--- config.mk ---
export PLATFORM = sky130hd
export DESIGN_NAME = irq_regbank
export DESIGN_NICKNAME = d
export VERILOG_FILES = /design/src/rtl/irq_regbank_pkg.sv /design/src/rtl/irq_addr_decode.sv /design/src/rtl/irq_bit_bank.sv /design/src/rtl/irq_prio_file.sv /design/src/rtl/irq_regbank.sv
export SDC_FILE = /design/constraint.sdc
export NUM_CORES = 1
export LEC_CHECK = 0
export ABC_AREA = 1
export ABC_CLOCK_PERIOD_IN_PS = 1850
export BUFFER_PORTS_ARGS = -buffer_cell sky130_fd_sc_hd__buf_2
export CORE_AREA = 2 2 303 305
export CTS_CLUSTER_DIAMETER = 80
export DETAILED_ROUTE_END_ITERATION = 16
export DIE_AREA = 0 0 305 307
export REMOVE_ABC_BUFFERS = 1
export SLEW_MARGIN = 25
export SYNTH_ARGS = -nofsm -noshare
export SYNTH_HDL_FRONTEND = slang
export SYNTH_HIERARCHICAL = 1
export SYNTH_SLANG_ARGS = --single-unit
--- constraint.sdc ---
create_clock -name clk_i -period 1.85 [get_ports clk_i]
set_clock_uncertainty 0.05 [all_clocks]
set_input_delay 0.0925 -clock clk_i [delete_from_list [all_inputs] [get_ports clk_i]]
set_output_delay 0.0925 -clock clk_i [all_outputs]
set_load 0.01 [all_outputs]
--- src/rtl/irq_regbank_pkg.sv ---
package irq_regbank_pkg;

  localparam int unsigned SETEN_OFS   = 32'h100;
  localparam int unsigned CLREN_OFS   = 32'h180;
  localparam int unsigned SETPEND_OFS = 32'h200;
  localparam int unsigned CLRPEND_OFS = 32'h280;
  localparam int unsigned ACTIVE_OFS  = 32'h300;
  localparam int unsigned PRIO_OFS    = 32'h400;
  localparam int unsigned TRIG_OFS    = 32'hF00;

  typedef enum logic [2:0] {
    RG_NONE,
    RG_SETEN,
    RG_CLREN,
    RG_SETPEND,
    RG_CLRPEND,
    RG_ACTIVE,
    RG_PRIO,
    RG_TRIG
  } region_e;

  function automatic logic [31:0] be_mask(logic [3:0] be);
    logic [31:0] m;
    for (int i = 0; i < 4; i++) m[8*i +: 8] = {8{be[i]}};
    return m;
  endfunction

endpackage

--- src/rtl/irq_addr_decode.sv ---
module irq_addr_decode
  import irq_regbank_pkg::*;
#(
  parameter int unsigned ADDR_W         = 12,
  parameter int unsigned NUM_BANKS      = 4,
  parameter int unsigned NUM_PRIO_WORDS = 29
) (
  input  logic [ADDR_W-3:0] waddr_i,
  output region_e           region_o,
  output logic [5:0]        idx_o
);

  function automatic logic in_win(int unsigned a, int unsigned base, int unsigned n);
    return (a >= base) && (a < base + 4*n);
  endfunction

  always_comb begin
    int unsigned a;
    a = 32'({waddr_i, 2'b00});
    region_o = RG_NONE;
    idx_o    = '0;
    if (in_win(a, SETEN_OFS, NUM_BANKS)) begin
      region_o = RG_SETEN;   idx_o = 6'((a - SETEN_OFS) >> 2);
    end else if (in_win(a, CLREN_OFS, NUM_BANKS)) begin
      region_o = RG_CLREN;   idx_o = 6'((a - CLREN_OFS) >> 2);
    end else if (in_win(a, SETPEND_OFS, NUM_BANKS)) begin
      region_o = RG_SETPEND; idx_o = 6'((a - SETPEND_OFS) >> 2);
    end else if (in_win(a, CLRPEND_OFS, NUM_BANKS)) begin
      region_o = RG_CLRPEND; idx_o = 6'((a - CLRPEND_OFS) >> 2);
    end else if (in_win(a, ACTIVE_OFS, NUM_BANKS)) begin
      region_o = RG_ACTIVE;  idx_o = 6'((a - ACTIVE_OFS) >> 2);
    end else if (in_win(a, PRIO_OFS, NUM_PRIO_WORDS)) begin
      region_o = RG_PRIO;    idx_o = 6'((a - PRIO_OFS) >> 2);
    end else if (a == TRIG_OFS) begin
      region_o = RG_TRIG;
    end
  end

endmodule

--- src/rtl/irq_bit_bank.sv ---
module irq_bit_bank #(
  parameter int unsigned NUM_LINES = 114
) (
  input  logic                 clk_i,
  input  logic                 rst_ni,
  input  logic                 set_we_i,
  input  logic                 clr_we_i,
  input  logic [5:0]           bank_i,
  input  logic [31:0]          wmask_i,
  input  logic [NUM_LINES-1:0] line_set_i,
  output logic [NUM_LINES-1:0] state_o
);

  logic [NUM_LINES-1:0] state_q, hit;

  always_comb begin
    for (int l = 0; l < NUM_LINES; l++)
      hit[l] = (32'(bank_i) == 32'(l / 32)) && wmask_i[l % 32];
  end

  always_ff @(posedge clk_i or negedge rst_ni) begin
    if (!rst_ni)       state_q <= '0;
    else if (set_we_i) state_q <= state_q | hit | line_set_i;
    else if (clr_we_i) state_q <= (state_q & ~hit) | line_set_i;
    else               state_q <= state_q | line_set_i;
  end

  assign state_o = state_q;

  AST_SET_NO_CLEAR: assert property (@(posedge clk_i) disable iff (!rst_ni)
    set_we_i |=> ((state_q & $past(state_q)) == $past(state_q)));
  AST_CLR_NO_SET: assert property (@(posedge clk_i) disable iff (!rst_ni)
    (clr_we_i && line_set_i == '0) |=> ((state_q | $past(state_q)) == $past(state_q)));
  AST_IDLE_STABLE: assert property (@(posedge clk_i) disable iff (!rst_ni)
    (!set_we_i && !clr_we_i && line_set_i == '0) |=> $stable(state_q));

endmodule

--- src/rtl/irq_prio_file.sv ---
module irq_prio_file #(
  parameter int unsigned NUM_LINES = 114,
  parameter int unsigned PRIO_BITS = 3
) (
  input  logic                           clk_i,
  input  logic                           rst_ni,
  input  logic                           we_i,
  input  logic [5:0]                     word_i,
  input  logic [3:0]                     be_i,
  input  logic [31:0]                    wdata_i,
  output logic [31:0]                    rdata_o,
  output logic [NUM_LINES*PRIO_BITS-1:0] prio_o
);

  logic [NUM_LINES*PRIO_BITS-1:0] prio_q;

  for (genvar l = 0; l < NUM_LINES; l++) begin : g_line
    localparam int unsigned BYTE = l % 4;
    always_ff @(posedge clk_i or negedge rst_ni) begin
      if (!rst_ni)
        prio_q[l*PRIO_BITS +: PRIO_BITS] <= '0;
      else if (we_i && 32'(word_i) == 32'(l / 4) && be_i[BYTE])
        prio_q[l*PRIO_BITS +: PRIO_BITS] <= PRIO_BITS'(wdata_i[8*BYTE +: 8] >> (8 - PRIO_BITS));
    end
  end

  // implemented bits sit at the top of each byte
  always_comb begin
    rdata_o = '0;
    for (int l = 0; l < NUM_LINES; l++)
      if (32'(word_i) == 32'(l / 4))
        rdata_o[8*(l % 4) + 8 - PRIO_BITS +: PRIO_BITS] = prio_q[l*PRIO_BITS +: PRIO_BITS];
  end

  assign prio_o = prio_q;

  AST_PRIO_HOLD: assert property (@(posedge clk_i) disable iff (!rst_ni)
    !we_i |=> $stable(prio_q));

endmodule

--- src/rtl/irq_regbank.sv ---
module irq_regbank
  import irq_regbank_pkg::*;
#(
  parameter int unsigned NUM_LINES = 114,
  parameter int unsigned PRIO_BITS = 3,
  parameter int unsigned ADDR_W    = 12
) (
  input  logic                           clk_i,
  input  logic                           rst_ni,
  input  logic                           req_i,
  input  logic                           we_i,
  input  logic [ADDR_W-1:0]              addr_i,
  input  logic [31:0]                    wdata_i,
  input  logic [3:0]                     be_i,
  input  logic                           priv_i,
  input  logic                           user_pend_en_i,
  input  logic [NUM_LINES-1:0]           active_i,
  output logic [31:0]                    rdata_o,
  output logic                           err_o,
  output logic [NUM_LINES-1:0]           enable_o,
  output logic [NUM_LINES-1:0]           pending_o,
  output logic [NUM_LINES*PRIO_BITS-1:0] prio_o
);

  localparam int unsigned NUM_BANKS      = (NUM_LINES + 31) / 32;
  localparam int unsigned NUM_PRIO_WORDS = (NUM_LINES + 3) / 4;

  region_e              region;
  logic [5:0]           idx;
  logic                 aligned, unpriv_ok, allowed, wr, rd;
  logic [31:0]          wmask, prio_rd, rd_mux, rdata_q;
  logic                 err_q;
  logic [7:0]           trig_line;
  logic                 trig_ok;
  logic [NUM_LINES-1:0] trig_set;

  irq_addr_decode #(
    .ADDR_W(ADDR_W), .NUM_BANKS(NUM_BANKS), .NUM_PRIO_WORDS(NUM_PRIO_WORDS)
  ) u_dec (
    .waddr_i (addr_i[ADDR_W-1:2]),
    .region_o(region),
    .idx_o   (idx)
  );

  assign aligned   = (addr_i[1:0] == 2'b00);
  assign unpriv_ok = we_i && (region == RG_TRIG) && user_pend_en_i;
  assign allowed   = req_i && aligned && (priv_i || unpriv_ok);
  assign wr        = allowed && we_i;
  assign rd        = allowed && !we_i;
  assign wmask     = wdata_i & be_mask(be_i);

  assign trig_line = wdata_i[7:0];
  assign trig_ok   = wr && (region == RG_TRIG) && be_i[0] && (32'(trig_line) < NUM_LINES);

  always_comb begin
    for (int l = 0; l < NUM_LINES; l++) trig_set[l] = trig_ok && (32'(trig_line) == l);
  end

  irq_bit_bank #(.NUM_LINES(NUM_LINES)) u_enable (
    .clk_i, .rst_ni,
    .set_we_i  (wr && region == RG_SETEN),
    .clr_we_i  (wr && region == RG_CLREN),
    .bank_i    (idx),
    .wmask_i   (wmask),
    .line_set_i('0),
    .state_o   (enable_o)
  );

  irq_bit_bank #(.NUM_LINES(NUM_LINES)) u_pending (
    .clk_i, .rst_ni,
    .set_we_i  (wr && region == RG_SETPEND),
    .clr_we_i  (wr && region == RG_CLRPEND),
    .bank_i    (idx),
    .wmask_i   (wmask),
    .line_set_i(trig_set),
    .state_o   (pending_o)
  );

  irq_prio_file #(.NUM_LINES(NUM_LINES), .PRIO_BITS(PRIO_BITS)) u_prio (
    .clk_i, .rst_ni,
    .we_i   (wr && region == RG_PRIO),
    .word_i (idx),
    .be_i   (be_i),
    .wdata_i(wdata_i),
    .rdata_o(prio_rd),
    .prio_o (prio_o)
  );

  always_comb begin
    rd_mux = '0;
    for (int l = 0; l < NUM_LINES; l++) begin
      if (32'(idx) == 32'(l / 32)) begin
        unique case (region)
          RG_SETEN, RG_CLREN:     rd_mux[l % 32] = enable_o[l];
          RG_SETPEND, RG_CLRPEND: rd_mux[l % 32] = pending_o[l];
          RG_ACTIVE:              rd_mux[l % 32] = active_i[l];
          default: ;
        endcase
      end
    end
    if (region == RG_PRIO) rd_mux = prio_rd;
  end

  always_ff @(posedge clk_i or negedge rst_ni) begin
    if (!rst_ni) begin
      rdata_q <= '0;
      err_q   <= 1'b0;
    end else begin
      rdata_q <= rd ? rd_mux : '0;
      err_q   <= req_i && !allowed;
    end
  end

  assign rdata_o = rdata_q;
  assign err_o   = err_q;

  AST_UNPRIV_FAULT: assert property (@(posedge clk_i) disable iff (!rst_ni)
    (req_i && !priv_i && !(we_i && region == RG_TRIG && user_pend_en_i)) |=> err_o);
  AST_TRIG_PERMIT: assert property (@(posedge clk_i) disable iff (!rst_ni)
    (req_i && we_i && aligned && region == RG_TRIG && user_pend_en_i) |=> !err_o);
  AST_MISALIGN_FAULT: assert property (@(posedge clk_i) disable iff (!rst_ni)
    (req_i && !aligned) |=> (err_o && rdata_o == '0));
  AST_FAULT_QUIET: assert property (@(posedge clk_i) disable iff (!rst_ni)
    (req_i && !allowed) |=> ($stable(enable_o) && $stable(pending_o) && $stable(prio_o)));
  AST_IDLE_RESP: assert property (@(posedge clk_i) disable iff (!rst_ni)
    !req_i |=> (!err_o && rdata_o == '0));

endmodule

Yosys cells after proc, flatten, opt, wreduce, memory -nomap -nowiden:

Index checks and enable logic that the tools add are counted.

* reductions and logical operators: 401
* order comparisons: 13
* add/subtract/negate cells: 6
* mux-type cells: 361
* bitwise logic cells: 9
* equality and inequality tests: 149

Operator list (count)
* bitwise OR 114 bit: 5
* 2-to-1 mux 114 bit: 4
* equality test 8 x 7 -> 1 bit (second input constant): 50
* logical AND 1 bit: 392
* 2-to-1 mux 3 bit: 121
* case mux 1 bit (3 select lines): 114
* equality test 8 x 6 -> 1 bit (second input constant): 32
* bitwise AND 114 bit: 2
* equality test 8 x 5 -> 1 bit (second input constant): 16
* 2-to-1 mux 1 bit: 114
* NOT 114 bit: 1
* equality test 6 x 5 -> 1 bit (second input constant): 13
* equality test 8 x 4 -> 1 bit (second input constant): 8
* 2-to-1 mux 32 bit: 2
* equality test 6 x 4 -> 1 bit (second input constant): 8
* greater-or-equal comparator 12 x 10 -> 1 bit (second input constant): 3
* less-than comparator 12 x 10 -> 1 bit (second input constant): 3
* 2-to-1 mux 6 bit: 6
* bitwise AND 32 bit: 1
* equality test 8 x 3 -> 1 bit (second input constant): 4
* subtractor 8 x 1 -> 8 bit (second input constant): 4
* equality test 6 x 3 -> 1 bit (second input constant): 4
* greater-or-equal comparator 12 x 9 -> 1 bit (second input constant): 2
* less-than comparator 12 x 9 -> 1 bit (second input constant): 2
* 19 further kinds: 28

* flip-flop bits (word level): 603
* output and inout port bits: 603
* logic and storage cells: 1057
* input port bits: 168

Depth between registers and ports, before layout:

* depth after elaboration: 40
* depth in mapped cells: 31
* depth with buffers taken out: 31

Hierarchy:

The synthesis kept the hierarchy.

By module, submodules not included
* irq_prio_file: times used 1, cells each 1951, sequential area each 8558.2 µm², area each 15497.4 µm²
* irq_bit_bank: times used 2, cells each 758, sequential area each 2852.7 µm², area each 5939.4 µm²
* irq_regbank: times used 1, cells each 1082, sequential area each 825.8 µm², area each 5751.8 µm²
* irq_addr_decode: times used 1, cells each 57, sequential area each 0.0 µm², area each 267.8 µm²

Least setup slack after synthesis:

Ideal clock, no wire load.

* path kind: in2reg
* start point: input addr_i[7]
* end point: register rdata_q[22], in the netlist rdata_o[22]
* library setup time: 0.133 ns
* stages: 25
* slack: -1.796 ns
* data required time: 1.667 ns
* data arrival time: 3.463 ns
* path buffers: 1
* cells stage by stage: inv_1 nand2_1 nor2_4 nand2_1 nand3_2 nor2_2 nor2_1 nand3_1 nor2_1 buf_2 inv_2 o21ai_1 nand4_1 nor2_1 nand3_1 nor2_1 nand4_1 nand2_1 nand4_1 nor2_1 nand3_1 nand2_1 nand3_1 o21ai_0 a21oi_1

* word-level cells in the longest chain between the ends: 39
* elaborated cells between the ends (all ways): 116
* those cells by class: 6 x add/sub; 12 x order compare; 35 x eq/ne; 49 x mux; 14 x reduce/logical

Ends and longest elaborated chain
* from (decl): RTL line irq_regbank.sv:12 `input logic [ADDR_W-1:0] addr_i,`
* greater-or-equal comparator 12 x 11 -> 1 bit or less-than comparator 12 x 11 -> 1 bit (tied branches): RTL line irq_addr_decode.sv:14 `return (a >= base) && (a < base + 4*n);`
* logical AND 1 bit: RTL line irq_addr_decode.sv:14
* 2-to-1 mux 6 bit: RTL line irq_addr_decode.sv:32 `end else if (in_win(a, PRIO_OFS, NUM_PRIO_WORDS)) begin`
* 2-to-1 mux 6 bit: RTL line irq_addr_decode.sv:30 `end else if (in_win(a, ACTIVE_OFS, NUM_BANKS)) begin`
* 2-to-1 mux 6 bit: RTL line irq_addr_decode.sv:28 `end else if (in_win(a, CLRPEND_OFS, NUM_BANKS)) begin`
* 2-to-1 mux 6 bit: RTL line irq_addr_decode.sv:26 `end else if (in_win(a, SETPEND_OFS, NUM_BANKS)) begin`
* 2-to-1 mux 6 bit: RTL line irq_addr_decode.sv:24 `end else if (in_win(a, CLREN_OFS, NUM_BANKS)) begin`
* 2-to-1 mux 6 bit *: RTL line irq_addr_decode.sv:22 `if (in_win(a, SETEN_OFS, NUM_BANKS)) begin`
* via idx[1]: RTL line irq_regbank.sv:29 `logic [5:0] idx;`
* zero test 6 bit: RTL line irq_prio_file.sv:31 `if (32'(word_i) == 32'(l / 4))`
* 2-to-1 mux 3 bit (27 in a row): RTL line irq_prio_file.sv:31
* 2-to-1 mux 3 bit *: RTL line irq_prio_file.sv:31
* via prio_rd[22]: RTL line irq_regbank.sv:31 `logic [31:0] wmask, prio_rd, rd_mux, rdata_q;`
* 2-to-1 mux 32 bit *: RTL line irq_regbank.sv:101 `if (region == RG_PRIO) rd_mux = prio_rd;`
* 2-to-1 mux 32 bit *: RTL line irq_regbank.sv:109 `rdata_q <= rd ? rd_mux : '0;`
* to (signal assigned): RTL line irq_regbank.sv:109
* to (decl): RTL line irq_regbank.sv:31

Mark *: on every way through the listed nets, which the timed path passes. The rest lies on a longest branch.
A chain may end at the register's enable or synchronous reset.

Worst setup path after layout:

* start point: input addr_i[4]
* end point: register rdata_q[13], in the netlist rdata_o[13]

* word-level cells in the longest chain between the ends: 40
* elaborated cells between the ends (all ways): 120
* those cells by class: 6 x add/sub; 12 x order compare; 36 x eq/ne; 52 x mux; 14 x reduce/logical

Ends and longest elaborated chain (RTL line)
* greater-or-equal comparator 12 x 11 -> 1 bit or less-than comparator 12 x 11 -> 1 bit (tied branches): irq_addr_decode.sv:14
* logical AND 1 bit: irq_addr_decode.sv:14
* 2-to-1 mux 6 bit: irq_addr_decode.sv:32
* 2-to-1 mux 6 bit: irq_addr_decode.sv:30
* 2-to-1 mux 6 bit: irq_addr_decode.sv:28
* 2-to-1 mux 6 bit: irq_addr_decode.sv:26
* 2-to-1 mux 6 bit: irq_addr_decode.sv:24
* 2-to-1 mux 6 bit *: irq_addr_decode.sv:22
* via idx[1]: irq_regbank.sv:29
* zero test 6 bit: irq_prio_file.sv:31
* 2-to-1 mux 3 bit (28 in a row): irq_prio_file.sv:31
* 2-to-1 mux 3 bit *: irq_prio_file.sv:31
* via prio_rd[13]: irq_regbank.sv:31
* 2-to-1 mux 32 bit *: irq_regbank.sv:101
* 2-to-1 mux 32 bit *: irq_regbank.sv:109

Marks and branches as above.

==> flow_metrics.env <==
export IMPL_grt_pass1_wl_um=253000
export IMPL_slowest_stage="nor2_4"
export IMPL_root_buffer="clkbuf_16"
export IMPL_synth_top_flop_cell="dfrtp_1"
export IMPL_ys_warn_count=6
export IMPL_synth_distinct_cells=37
export IMPL_fillCellCount=8789
export IMPL_finalCriticalPeriod_ps=2960
export IMPL_synth_largest_area_cell="dfrtp_1"
export IMPL_cp_start_kind="input pin"
export IMPL_numCtsBuffers=72
export IMPL_via_per_inst=5.49
export IMPL_clockPowerShare_pct=49.0
export IMPL_p_comb_share_pct=7.9
export IMPL_crit_path_frequent_cell="nand4_1"
export IMPL_ys_ff_latch=603
export IMPL_tritoncts="done"
export IMPL_cellPowerDensity_mw_per_mm2=636
export IMPL_fin_crit_sh_pct=160
export IMPL_ys_seq_area_share_pct=45.2
export IMPL_routed_wl_um=179000
export IMPL_core_sq_mm=0.0907
export IMPL_status="finished with violations"
export IMPL_detail_route_first_pass_iterations=8
export IMPL_grt_util_all_layers_pct=36.4
export IMPL_seqPwrFrac_pct=43.2
export IMPL_drive_gt1_share_pct=30.5
export IMPL_fin_ws_ps=-1110
export IMPL_synthTopCellsByArea="dfrtp_1 45%, nand2_1 15%, nor2_1 8.3%, nand4_1 6.9%, o21ai_0 5.6%"
export IMPL_async_flop_share_pct=100
export IMPL_slowest_delay_ps=250
export IMPL_worstPathRequired_ps=2310
export IMPL_ir_drop_mv=0.624
export IMPL_fin_hold_ws_ps=20.2
export IMPL_die_x_um=305
export IMPL_start_util_pct=36.8
export IMPL_fmax_ghz=0.338
export IMPL_antenna_found_initial=13
export IMPL_hpwl_um=130000
export IMPL_grt_pass1_vias=37700
export IMPL_insertion_delay_ps=630
export IMPL_die_area_sq_mm=0.0936
export IMPL_grt_max_degree=73
export IMPL_nNetsFinal=6180
export IMPL_p_leak_uw=0.0230
export IMPL_worstSetupPathType="input pin to flip-flop"
export IMPL_rows=111
export IMPL_setup_viol=602
export IMPL_drc_errors=0
export IMPL_internal_power_uw=22800
export IMPL_cts_sinks=603
export IMPL_slew_headroom_pct=56.2
export IMPL_rsz0062_at_grt="true"
export IMPL_via_count=39900
export IMPL_port_buffers=770
export IMPL_p_switching_uw=7780
export IMPL_synth_edf_count=0
export IMPL_fin_util_pct=53.0
export IMPL_swShare_pct=25.5
export IMPL_clockBufferDepth=3
export IMPL_crit_fanout=5
export IMPL_gr_total_overflow=0
export IMPL_synth_area_per_cell_sq_um=7.25
export IMPL_gp_congestion=1.03
export IMPL_synth_top_area_share_pct=45.2
export IMPL_violations="setup timing"
export IMPL_slew_violations=0
export IMPL_r2r_slack_ps=-860
export IMPL_drv_cap=0
export IMPL_cp_arrival_ps=3420
export IMPL_ios=771
export IMPL_syn2layout_area_growth_pct=43.9
export IMPL_end_kind="flip-flop"
export IMPL_ant_nets=0
export IMPL_routedWlPerCell_um=24.7
export IMPL_netlist_area_sq_mm=0.0334
export IMPL_dieHeight_um=307
export IMPL_clk_pin_slew_worst_paths_ps=60
export IMPL_hold_violations=0
export IMPL_drt_iter0_markers=4887
export IMPL_htree_num_levels=3
export IMPL_hold_path_class="input pin to flip-flop"
export IMPL_worst_pin_slew_ps=657
export IMPL_netlist_instances=4606
## through the flow
step	area (sq um)	TNS, ps	setup WS, ps	cells	total power, uW
floorplan	32400	-968270	-2150	4458	14100
global placement	43000	-650820	-1820	6989	15500
detailed placement	43000	-655100	-1910	6989	15600
CTS	47000	-460780	-1050	7221	30600
global route	48100	-603940	-1380	7256	31400
finish	48100	-524590	-1110	7256	30600
## layout by cell type, fill, tap and decap left out, types with 48 or more instances in the layout
cell,Yosys,final
nand3_1,205,189
nor2_1,737,655
o21ai_1,198,149
inv_1,242,231
o21ai_0,377,369
buf_4,52,510
nand4_1,367,367
buf_12,1,77
dlygate4sd3_1,0,76
a21oi_1,74,71
o21ai_2,0,56
dfrtp_1,603,603
conb_1,3,135
buf_2,78,762
nor2_2,23,78
clkbuf_16,0,82
nand2_1,1326,1283
nand2_2,14,48
## worst paths after layout
path                                    start                endpoint  depth (start not counted)
max                                 addr_i[4]             rdata_o[13]                         30
min                              active_i[88]             rdata_o[24]                          5
max reg2reg                  u_prio/prio_o[3]             rdata_o[13]                         18
min reg2reg                u_prio/prio_o[256]      u_prio/prio_o[256]                          2
max in group asynchronous              rst_ni      u_prio/prio_o[315]                          4
min in group asynchronous              rst_ni  u_pending/state_o[109]                          3
## power groups by stage
stage / sequential (uW) / clock (uW) / combinational [uW]
detailed placement: 13400 / 0 / 2120
global route: 13200 / 15600 / 2560
finish: 13200 / 15000 / 2400
global placement: 13400 / 0 / 2110
floorplan: 13400 / 0 / 676
CTS: 13200 / 15000 / 2330
## cells in the mapped netlist (2+ instances only)
master and count:
nor2_8 2, clkbuf_1 100, nand3_1 205, buf_6 24, nand3b_1 29, o21ai_0 377
nand4_1 367, nor2_2 23, o21ai_1 198, nand3_4 2, inv_2 25, nor3_2 2
nand2_1 1326, a22oi_1 32, nor2_4 12, conb_1 3, dfrtp_1 603, buf_4 52
nor3_1 5, buf_2 78, or2_0 9, or2_2 17, nand3_2 4, inv_1 242
nand4_4 10, nor2_1 737, or2_1 2, a21oi_1 74, buf_1 25, nand2_2 14
## area by class of cell
cell class / instances / area, sq um / area share, %
inverter: 268 / 1060 / 2.21
timing repair inverter: 1 / 8.76 / 0.0182
antenna: 4 / 10.0 / 0.0208
clock inverter: 26 / 327 / 0.680
sequential: 603 / 15100 / 31.4
timing repair buffer: 1479 / 10800 / 22.6
clock buffer: 102 / 2110 / 4.40
multi-input combinational: 3587 / 17100 / 35.6
tap: 1186 / 1480 / 3.09
## per-layer routing
layer  track usage [%]  routed length, um
met1              44.5              66500
met2              60.1              84000
met3              7.31              17400
met4              20.3              11000
met5                 0                 89
## sequential cells by signal, indices dropped and copies added, names as in the netlist
name / count
u_prio/prio_o: 342
err_o: 1
rdata_o: 32
u_pending/state_o: 114
u_enable/state_o: 114
## cells by family (layout without fill, tap and decap cells)
group                  count (synthesis)  in the layout  synth area share, %
DFF                                  603            603                 45.2
AOI/OAI and AO/OA                    682            682                 10.5
other                                  3            139               0.0337
buffers and inverters                548           1876                 7.63
and+or+nand+nor                     2770           2770                 36.6
## repair_timing
action	in CTS	in global routing
gates resized for setup	164	154
gates cloned	4	16
setup endpoints to repair	602	602
hold buffers	76	1
pin swaps	61	81
setup buffers	26	14
hold endpoints to repair	579	3
## critical path, delay by kind of cell
kind / cells / cell delay (ps)
AO/OA/AOI/OAI: 1 / 130
AND/OR/NAND/NOR: 25 / 2810
buffers and inverters: 4 / 380
Note: power is estimated with default switching activity, not from simulation.
